**config.mk**
```make
export PLATFORM = sky130hd
export DESIGN_NAME = edge_pulse_gen
export DESIGN_NICKNAME = d
export VERILOG_FILES = /design/src/rtl/eps_pkg.sv /design/src/rtl/eps_next_state.sv /design/src/rtl/eps_state_reg.sv /design/src/rtl/eps_pulse_decode.sv /design/src/rtl/edge_pulse_gen.sv
export SDC_FILE = /design/constraint.sdc
export NUM_CORES = 1
export LEC_CHECK = 0
export BUFFER_PORTS_ARGS = -buffer_cell sky130_fd_sc_hd__buf_2
export CAP_MARGIN = 5
export CELL_PAD_IN_SITES_DETAIL_PLACEMENT = 1
export CELL_PAD_IN_SITES_GLOBAL_PLACEMENT = 2
export CORE_MARGIN = 8
export CORE_UTILIZATION = 29
export CTS_CLUSTER_DIAMETER = 40
export DETAILED_ROUTE_END_ITERATION = 12
export GPL_ROUTABILITY_DRIVEN = 0
export PLACE_DENSITY_LB_ADDON = 0.1
export REMOVE_ABC_BUFFERS = 1
export SYNTH_ARGS = -nofsm -noshare
export SYNTH_HDL_FRONTEND = slang
export SYNTH_SLANG_ARGS = --single-unit
export TNS_END_PERCENT = 30
```
**constraint.sdc**
```tcl
create_clock -name clk -period 2.31 [get_ports clk]
set_input_delay 0.462 -clock clk [delete_from_list [all_inputs] [get_ports clk]]
set_output_delay 0.462 -clock clk [all_outputs]
set_load 0.05 [all_outputs]
```
**src/rtl/eps_pkg.sv**
```systemverilog
package eps_pkg;

    // Number of flops in the burst chain: N high cycles with N-1 gaps between them.
    function automatic int unsigned burst_chain_len(input int unsigned n_pulses);
        return 2 * n_pulses - 1;
    endfunction

    // Total one-hot width: armed + burst chain + wait-for-low.
    function automatic int unsigned state_bits(input int unsigned n_pulses);
        return burst_chain_len(n_pulses) + 2;
    endfunction

    // Bit position of the armed state; the reset code sets only this bit.
    localparam int unsigned ARMED_POS = 0;

endpackage

```
**src/rtl/eps_next_state.sv**
```systemverilog
module eps_next_state #(
    parameter int unsigned NUM_PULSES = 3,
    localparam int unsigned CW = eps_pkg::burst_chain_len(NUM_PULSES),
    localparam int unsigned SW = eps_pkg::state_bits(NUM_PULSES)
) (
    input  logic [SW-1:0] state_q,
    input  logic          trig_i,
    output logic [SW-1:0] state_d
);

    // Layout from MSB down: wait-for-low, burst chain, armed.
    typedef struct packed {
        logic          hold;
        logic [CW-1:0] chain;
        logic          armed;
    } fsm_t;

    localparam fsm_t RECOVER = fsm_t'(SW'(1) << eps_pkg::ARMED_POS);

    fsm_t          cur_q;
    fsm_t          nxt_d;
    logic [CW-1:0] chain_d;
    logic          legal_q;

    assign cur_q = fsm_t'(state_q);

    // The burst chain is a pure shift: only its entry looks at the trigger.
    assign chain_d[0] = cur_q.armed & trig_i;
    for (genvar j = 1; j < CW; j++) begin : g_chain
        assign chain_d[j] = cur_q.chain[j-1];
    end

    assign legal_q = $onehot(state_q);

    always_comb begin
        nxt_d.armed = (cur_q.armed & ~trig_i) | (cur_q.hold & ~trig_i);
        nxt_d.chain = chain_d;
        nxt_d.hold  = (cur_q.hold & trig_i) | cur_q.chain[CW-1];
        if (!legal_q) begin
            nxt_d = RECOVER;
        end
    end

    assign state_d = nxt_d;

endmodule

```
**src/rtl/eps_state_reg.sv**
```systemverilog
module eps_state_reg #(
    parameter int unsigned     SW      = 3,
    parameter logic [SW-1:0]   RST_VAL = SW'(1)
) (
    input  logic          clk,
    input  logic          rst,
    input  logic [SW-1:0] state_d,
    output logic [SW-1:0] state_q
);

    always_ff @(posedge clk) begin
        if (rst) begin
            state_q <= RST_VAL;
        end else begin
            state_q <= state_d;
        end
    end

    // one flop per state, exactly one of them set.
    p_onehot_r7: assert property (@(posedge clk) disable iff (rst)
        $countones(state_q) == 1)
        else $error("state register not one-hot");

endmodule

```
**src/rtl/eps_pulse_decode.sv**
```systemverilog
module eps_pulse_decode #(
    parameter int unsigned NUM_PULSES = 3,
    localparam int unsigned CW = eps_pkg::burst_chain_len(NUM_PULSES)
) (
    input  logic [CW-1:0] chain_q,
    output logic          pulse_o
);

    // Even chain positions are the high cycles; odd positions are the gaps.
    logic [CW-1:0] high_mask;

    for (genvar j = 0; j < CW; j++) begin : g_mask
        assign high_mask[j] = ((j % 2) == 0);
    end

    assign pulse_o = |(chain_q & high_mask);

endmodule

```
**src/rtl/edge_pulse_gen.sv**
```systemverilog
module edge_pulse_gen #(
    parameter int unsigned NUM_PULSES = 3
) (
    input  logic clk,
    input  logic rst,
    input  logic trig_i,
    output logic pulse_o
);

    localparam int unsigned CW = eps_pkg::burst_chain_len(NUM_PULSES);
    localparam int unsigned SW = eps_pkg::state_bits(NUM_PULSES);
    localparam logic [SW-1:0] ARMED_CODE = SW'(1) << eps_pkg::ARMED_POS;

    logic [SW-1:0] state_d;
    logic [SW-1:0] state_q;
    logic [CW-1:0] chain_q;
    logic          armed_q;
    logic          hold_q;

    assign armed_q = state_q[eps_pkg::ARMED_POS];
    assign chain_q = state_q[CW:1];
    assign hold_q  = state_q[SW-1];

    eps_next_state #(
        .NUM_PULSES (NUM_PULSES)
    ) u_next (
        .state_q (state_q),
        .trig_i  (trig_i),
        .state_d (state_d)
    );

    eps_state_reg #(
        .SW      (SW),
        .RST_VAL (ARMED_CODE)
    ) u_reg (
        .clk     (clk),
        .rst     (rst),
        .state_d (state_d),
        .state_q (state_q)
    );

    eps_pulse_decode #(
        .NUM_PULSES (NUM_PULSES)
    ) u_dec (
        .chain_q (chain_q),
        .pulse_o (pulse_o)
    );

    // an armed block that samples the trigger high pulses in the next period.
    p_fire_r2: assert property (@(posedge clk) disable iff (rst)
        (armed_q && trig_i) |=> pulse_o)
        else $error("no pulse after armed trigger");

    // every pulse is followed by a low cycle.
    p_gap_r3: assert property (@(posedge clk) disable iff (rst)
        pulse_o |=> !pulse_o)
        else $error("pulse longer than one cycle");

    // while the burst runs, the block cannot fall back to armed.
    p_no_abort_r4: assert property (@(posedge clk) disable iff (rst)
        (chain_q != '0) |=> !armed_q)
        else $error("burst left early");

    // a held trigger keeps the block waiting and silent.
    p_no_refire_r5: assert property (@(posedge clk) disable iff (rst)
        (hold_q && trig_i) |=> (hold_q && !pulse_o))
        else $error("refire while trigger held");

    // one low sample in the wait state re-arms.
    p_rearm_r6: assert property (@(posedge clk) disable iff (rst)
        (hold_q && !trig_i) |=> armed_q)
        else $error("no re-arm after trigger low");

    // reset silences the output and arms the block.
    p_reset_r8: assert property (@(posedge clk)
        rst |=> (armed_q && !pulse_o))
        else $error("reset did not arm");

endmodule

```
# After elaboration in Yosys (flattened, before gate mapping)
# Index checks and enable logic that the tools add are counted.
# Widths: inputs -> output; s select.
# word_totals
inputBits	3
output_inout_bits	1
register_bits	7
word_cells	18
# op_classes
bitwise_logic	8
n_reduce_logical	2
eq_ne	1
addsub	6
# ops
op	count
$add 1x1->2	3
$add 3x3->3	2
$and 1x1->1	4
$add 3x1->3	1
$eq 3x1->1 const B	1
$reduce_or 3->1	1
$not 1->1	2
$or 1x1->1	2
$reduce_or 2->1	1

# Longest topological paths before layout
# logic_depth
ltp_word	6
ltp_mapped	8
ltp_nobuf	8

# Cells and area by module
# A second synthesis with hierarchy kept.
# unflattened
cells_unflattened	39
area_unflattened_um2	389.1
# by_module_without_submodules
mod	area_each_um2	cells_each	instances	seq_area_each_um2
eps_state_reg	198.9	14	1	140.1
eps_next_state	183.9	24	1	0.0
eps_pulse_decode	6.3	1	1	0.0

# Least setup slack after synthesis
# OpenSTA, ideal clock, no wires.
# synth_timing
kind	register to register
startpoint	reg u_reg.state_q[5]
endpoint	reg u_reg.state_q[1]
setup_ns	0.078
path_slack_ns	-0.056
arrival_time_ns	2.289
n_path_buf	0
required_time_ns	2.232
synth_period_minus_slack_ns	2.366
path_stages_with_launch	9
cell_sequence	dfxtp_1 > ha_1 > inv_1 > fa_1 > inv_1 > ha_1 > fa_1 > or3b_1 > nor3_1
# synth_via
elab_chain_len	6
# synth_lines
element	line_no	rtl
start: declaration	eps_state_reg.sv:8	output logic [SW-1:0] state_q
start signal: assignment	eps_state_reg.sv:15	state_q <= state_d;
$add 1x1->2 (implied by the code)	eps_next_state.sv:33	assign legal_q = $onehot(state_q);
$add 3x1->3 (implied by the code)	eps_next_state.sv:33	
$add 3x3->3 (implied by the code)	eps_next_state.sv:33	
$eq 3x1->1	eps_next_state.sv:33	
$not 1->1 (no source line)	-	
$reduce_or 2->1 (no source line)	-	
# No other way between the ends.
# A chain may end at the register's enable or synchronous reset.

# Worst setup path in the final report
# layout_timing
startpoint	reg u_reg.state_q[3]
endpoint	reg u_reg.state_q[6]
# layout_via
elab_chain_len	6
# layout_lines
element	line_no
$add 1x1->2 (implied by the code)	eps_next_state.sv:33
$add 3x3->3 (implied by the code) (2 in series)	eps_next_state.sv:33
$eq 3x1->1	eps_next_state.sv:33
$not 1->1 (no source line)	-
$reduce_or 2->1 (no source line)	-
# No other way between the ends.

==> run_summary.xml <==
<?xml version="1.0" encoding="UTF-8"?>
<metrics>
  <group name="grt">
    <metric name="globalRouteMet1Util" unit="%">8.50</metric>
    <metric name="grt_overflow" unit="">0</metric>
    <metric name="grtUsageTotal" unit="%">7.80</metric>
    <metric name="globalRouteMet3Util" unit="%">2.56</metric>
    <metric name="grt_use_met2" unit="%">12.6</metric>
    <metric name="antenna_found_initial" unit="">0</metric>
    <metric name="grt_pass1_vias" unit="">352</metric>
    <metric name="grt_pass1_wl" unit="mm">1.53</metric>
    <metric name="largest_net_degree_at_the_start_of_global_routing" unit="">6</metric>
    <metric name="grt.busiest_layer" unit="">met2</metric>
  </group>
  <group name="floorplanning">
    <metric name="initial_utilization" unit="%">30.3</metric>
    <metric name="placement_rows" unit="">13</metric>
    <metric name="design.portCount" unit="">4</metric>
    <metric name="fp.dieArea" unit="um^2">2720</metric>
    <metric name="core" unit="um^2">1250</metric>
    <metric name="chipHeight" unit="um">52.2</metric>
    <metric name="die_w" unit="um">52.2</metric>
  </group>
  <group name="logic_synthesis">
    <metric name="synth_seq_area_share" unit="%">37.0</metric>
    <metric name="synth_enable_flop_cells" unit="">0</metric>
    <metric name="async_set_or_reset_register_ratio_after_synthesis" unit="%">0</metric>
    <metric name="netlist_top_cells_area" unit="">sky130_fd_sc_hd__dfxtp_1, sky130_fd_sc_hd__fa_1, sky130_fd_sc_hd__ha_1</metric>
    <metric name="synth_compound_gate_area_share" unit="%">3.30</metric>
    <metric name="yosys.area_share.simple" unit="%">17.2</metric>
    <metric name="synthXorXnorAreaFrac" unit="%">4.62</metric>
    <metric name="synth_top_area_share" unit="%">37.0</metric>
    <metric name="synth.area.mux_share" unit="%">0</metric>
    <metric name="post_synth_inst_count" unit="">38</metric>
    <metric name="mappedNetlistArea" unit="um^2">379</metric>
    <metric name="synth_most_common_cell" unit="">sky130_fd_sc_hd__inv_1</metric>
    <metric name="synth_top_family_by_area" unit="">adder cells</metric>
    <metric name="yosys_most_used_dff" unit="">sky130_fd_sc_hd__dfxtp_1</metric>
    <metric name="post_synth_num_cell_types" unit="">15</metric>
    <metric name="synth_commonest_cells" unit="">sky130_fd_sc_hd__inv_1, sky130_fd_sc_hd__dfxtp_1, sky130_fd_sc_hd__and3_1, sky130_fd_sc_hd__ha_1, sky130_fd_sc_hd__fa_1</metric>
    <metric name="avgSynthCellArea" unit="um^2">9.98</metric>
    <metric name="synth_top_area_cell" unit="">sky130_fd_sc_hd__dfxtp_1</metric>
    <metric name="synth-adder-area-share" unit="%">29.0</metric>
    <metric name="yosys_register_bits" unit="">7</metric>
    <metric name="yosys_warnings" unit="">0</metric>
  </group>
  <group name="sta">
    <metric name="hold-worst-slack" unit="ns">0.470</metric>
    <metric name="setup-tns-final" unit="ns">-0.443</metric>
    <metric name="final_hold_violation_count" unit="">0</metric>
    <metric name="final_critical_path_setup_slack" unit="ns">-0.110</metric>
    <metric name="final.period_utilization" unit="%">105</metric>
    <metric name="max_slew_margin" unit="%">83.4</metric>
    <metric name="timing_worst_slew_pin_value" unit="ns">0.251</metric>
    <metric name="setup_viol_count_final" unit="">7</metric>
    <metric name="timing.final.max_slew_violations" unit="">0</metric>
    <metric name="skew" unit="ns">0.00541</metric>
    <metric name="rsz0062_at_grt" unit="">true</metric>
    <metric name="final_period_minus_worst_setup_slack" unit="ns">2.42</metric>
    <metric name="fmax" unit="MHz">413</metric>
  </group>
  <group name="cells_and_area">
    <metric name="area_delta_synth_final" unit="%">42.9</metric>
    <metric name="core_utilization_of_the_finished_layout" unit="%">43.3</metric>
    <metric name="max_flop_register" unit="">u_reg.state_q</metric>
    <metric name="final_layout_size_suffix_gt1_share" unit="%">51.0</metric>
    <metric name="max_ffs_per_register" unit="">7</metric>
    <metric name="num_antenna_cells" unit="">0</metric>
    <metric name="regs_by_ff_count" unit="">u_reg.state_q x7</metric>
    <metric name="design.final.nets" unit="">62</metric>
  </group>
  <group name="setup_path">
    <metric name="worst_ep_required_time" unit="ns">2.48</metric>
    <metric name="timing.setup.critical_path_class" unit="">reg2reg</metric>
    <metric name="arrival" unit="ns">2.59</metric>
    <metric name="worstSetupStartpointType" unit="">flop</metric>
    <metric name="path_max_fanout" unit="">2</metric>
    <metric name="worstSetupEndpointType" unit="">flop</metric>
  </group>
  <group name="pwr">
    <metric name="p_leak" unit="nW">0.262</metric>
    <metric name="fin_total_pwr" unit="W">0.000546</metric>
    <metric name="total_power_density_per_cell_area" unit="nW/um^2">1010</metric>
    <metric name="vdd.ir_drop.worst" unit="V">0.000537</metric>
  </group>
  <group name="cts">
    <metric name="clockRootBuffer" unit="">sky130_fd_sc_hd__clkbuf_4</metric>
    <metric name="ctsLongestPathBuffers" unit="">2</metric>
    <metric name="htree_levels" unit="">1</metric>
    <metric name="cts_tree" unit="">yes</metric>
    <metric name="clkSlewWorstSetupHoldPaths" unit="ns">0.05</metric>
    <metric name="clk_latency" unit="ns">0.25</metric>
    <metric name="cts.sink_count" unit="">7</metric>
    <metric name="cts_buffer_count" unit="">3</metric>
  </group>
  <group name="job">
    <metric name="cap_viol_max_count" unit="">0</metric>
  </group>
  <group name="routing">
    <metric name="vias" unit="">300</metric>
    <metric name="drt_pass1_iterations" unit="">2</metric>
    <metric name="via_to_cell_ratio" unit="">4.55</metric>
    <metric name="drt-wirelength-per-cell" unit="um">14.1</metric>
    <metric name="routed_wl" unit="um">930</metric>
    <metric name="detail-route-antenna-nets" unit="">0</metric>
    <metric name="drt_iter0_drc" unit="">2</metric>
    <metric name="detail_route.drc_violations" unit="">0</metric>
  </group>
  <group name="min_path">
    <metric name="holdCritPathClass" unit="">in2reg</metric>
  </group>
  <group name="place">
    <metric name="buffer_ports.inserted" unit="">3</metric>
    <metric name="detailed_placer_s_ending_hpwl" unit="um">703</metric>
  </group>
  <group name="status">
    <metric name="violations" unit="">setup timing</metric>
    <metric name="run_status" unit="">complete, but fails checks</metric>
  </group>
</metrics>
==> power breakdown <==
part           total, W  internal [W]  switching (W)
sequential     0.000168      0.000146      0.0000220
combinational  0.000273      0.000130       0.000142
clock          0.000106     0.0000656      0.0000401
total          0.000546      0.000342       0.000204
==> worst paths after layout <==
| path | cells past startpoint | end | slack (ns) | from |
|---|---|---|---|---|
| setup / recovery | 8 | u_reg.state_q[6]$_SDFF_PP0_ | -0.11 | u_reg.state_q[3]$_SDFF_PP0_ |
| hold / removal | 2 | u_reg.state_q[0]$_SDFF_PP1_ | 0.47 | trig_i |
| setup reg to reg | 8 | u_reg.state_q[6]$_SDFF_PP0_ | -0.11 | u_reg.state_q[3]$_SDFF_PP0_ |
| hold reg to reg | 2 | u_reg.state_q[1]$_SDFF_PP0_ | 0.50 | u_reg.state_q[0]$_SDFF_PP1_ |
==> cell usage in the layout, fill, tap and decap left out, types with 2 or more instances in the layout <==
cell / count
sky130_fd_sc_hd__and3_1: 4
sky130_fd_sc_hd__buf_2: 3
sky130_fd_sc_hd__buf_4: 6
sky130_fd_sc_hd__clkbuf_4: 3
sky130_fd_sc_hd__dfxtp_1: 3
sky130_fd_sc_hd__dfxtp_2: 4
sky130_fd_sc_hd__fa_1: 3
sky130_fd_sc_hd__ha_4: 2
sky130_fd_sc_hd__inv_1: 7
sky130_fd_sc_hd__inv_2: 2
sky130_fd_sc_hd__nor3_2: 2
==> logic make-up after synthesis <==
family                   after synthesis
AND/OR/NAND/NOR                       11
adder cells (fa/ha/maj)                7
buffers and inverters                  9
AO/OA/AOI/OAI                          2
XOR/XNOR                               2
flip-flops                             7
==> metrics by stage <==
| stage | area [um^2] | cells | setup slack, ns |
|---|---|---|---|
| floorplan | 379 | 38 | -0.0564 |
| global route | 542 | 66 | -0.193 |
| CTS | 537 | 66 | -0.114 |
| detailed placement | 450 | 61 | -0.241 |
| global placement | 450 | 61 | -0.161 |
| finish | 542 | 66 | -0.110 |
==> routing by layer <==
| metal | part of all wire [%] | vias up | wire length (um) |
|---|---|---|---|
| li1 | - | 148 | - |
| met2 | 56 | 2 | 520 |
| met4 | 0 | 0 | 0 |
| met1 | 42 | 150 | 392 |
| met3 | 1.8 | 0 | 17 |
| met5 | 0 | - | 0 |
==> critical path: stages (launching register included) <==
cell	delay, ns
sky130_fd_sc_hd__dfxtp_2	0.33
sky130_fd_sc_hd__ha_4	0.26
sky130_fd_sc_hd__inv_2	0.03
sky130_fd_sc_hd__fa_1	0.50
sky130_fd_sc_hd__inv_1	0.04
sky130_fd_sc_hd__ha_2	0.17
sky130_fd_sc_hd__fa_1	0.48
sky130_fd_sc_hd__or3b_4	0.41
sky130_fd_sc_hd__nor3_2	0.11
==> area by class of cell <==
class                           instances  area [um^2]
Fill cell                             148          711
Multi-Input combinational cell         22          258
Sequential cell                         7          145
Timing Repair Buffer                    9         60.1
Inverter                                9         33.8
Clock buffer                            4         26.3
Tap cell                               15         18.8
==> what timing repair did <==
action / in CTS / in global routing
hold buffers: 0 / 0
gates resized for setup: 13 / 1
pin swaps: 7 / 2
setup endpoints to repair: 7 / 7
buffers inserted: 1 / 0
hold endpoints to repair: 0 / 0
Note: power is estimated with default switching activity, not from simulation.
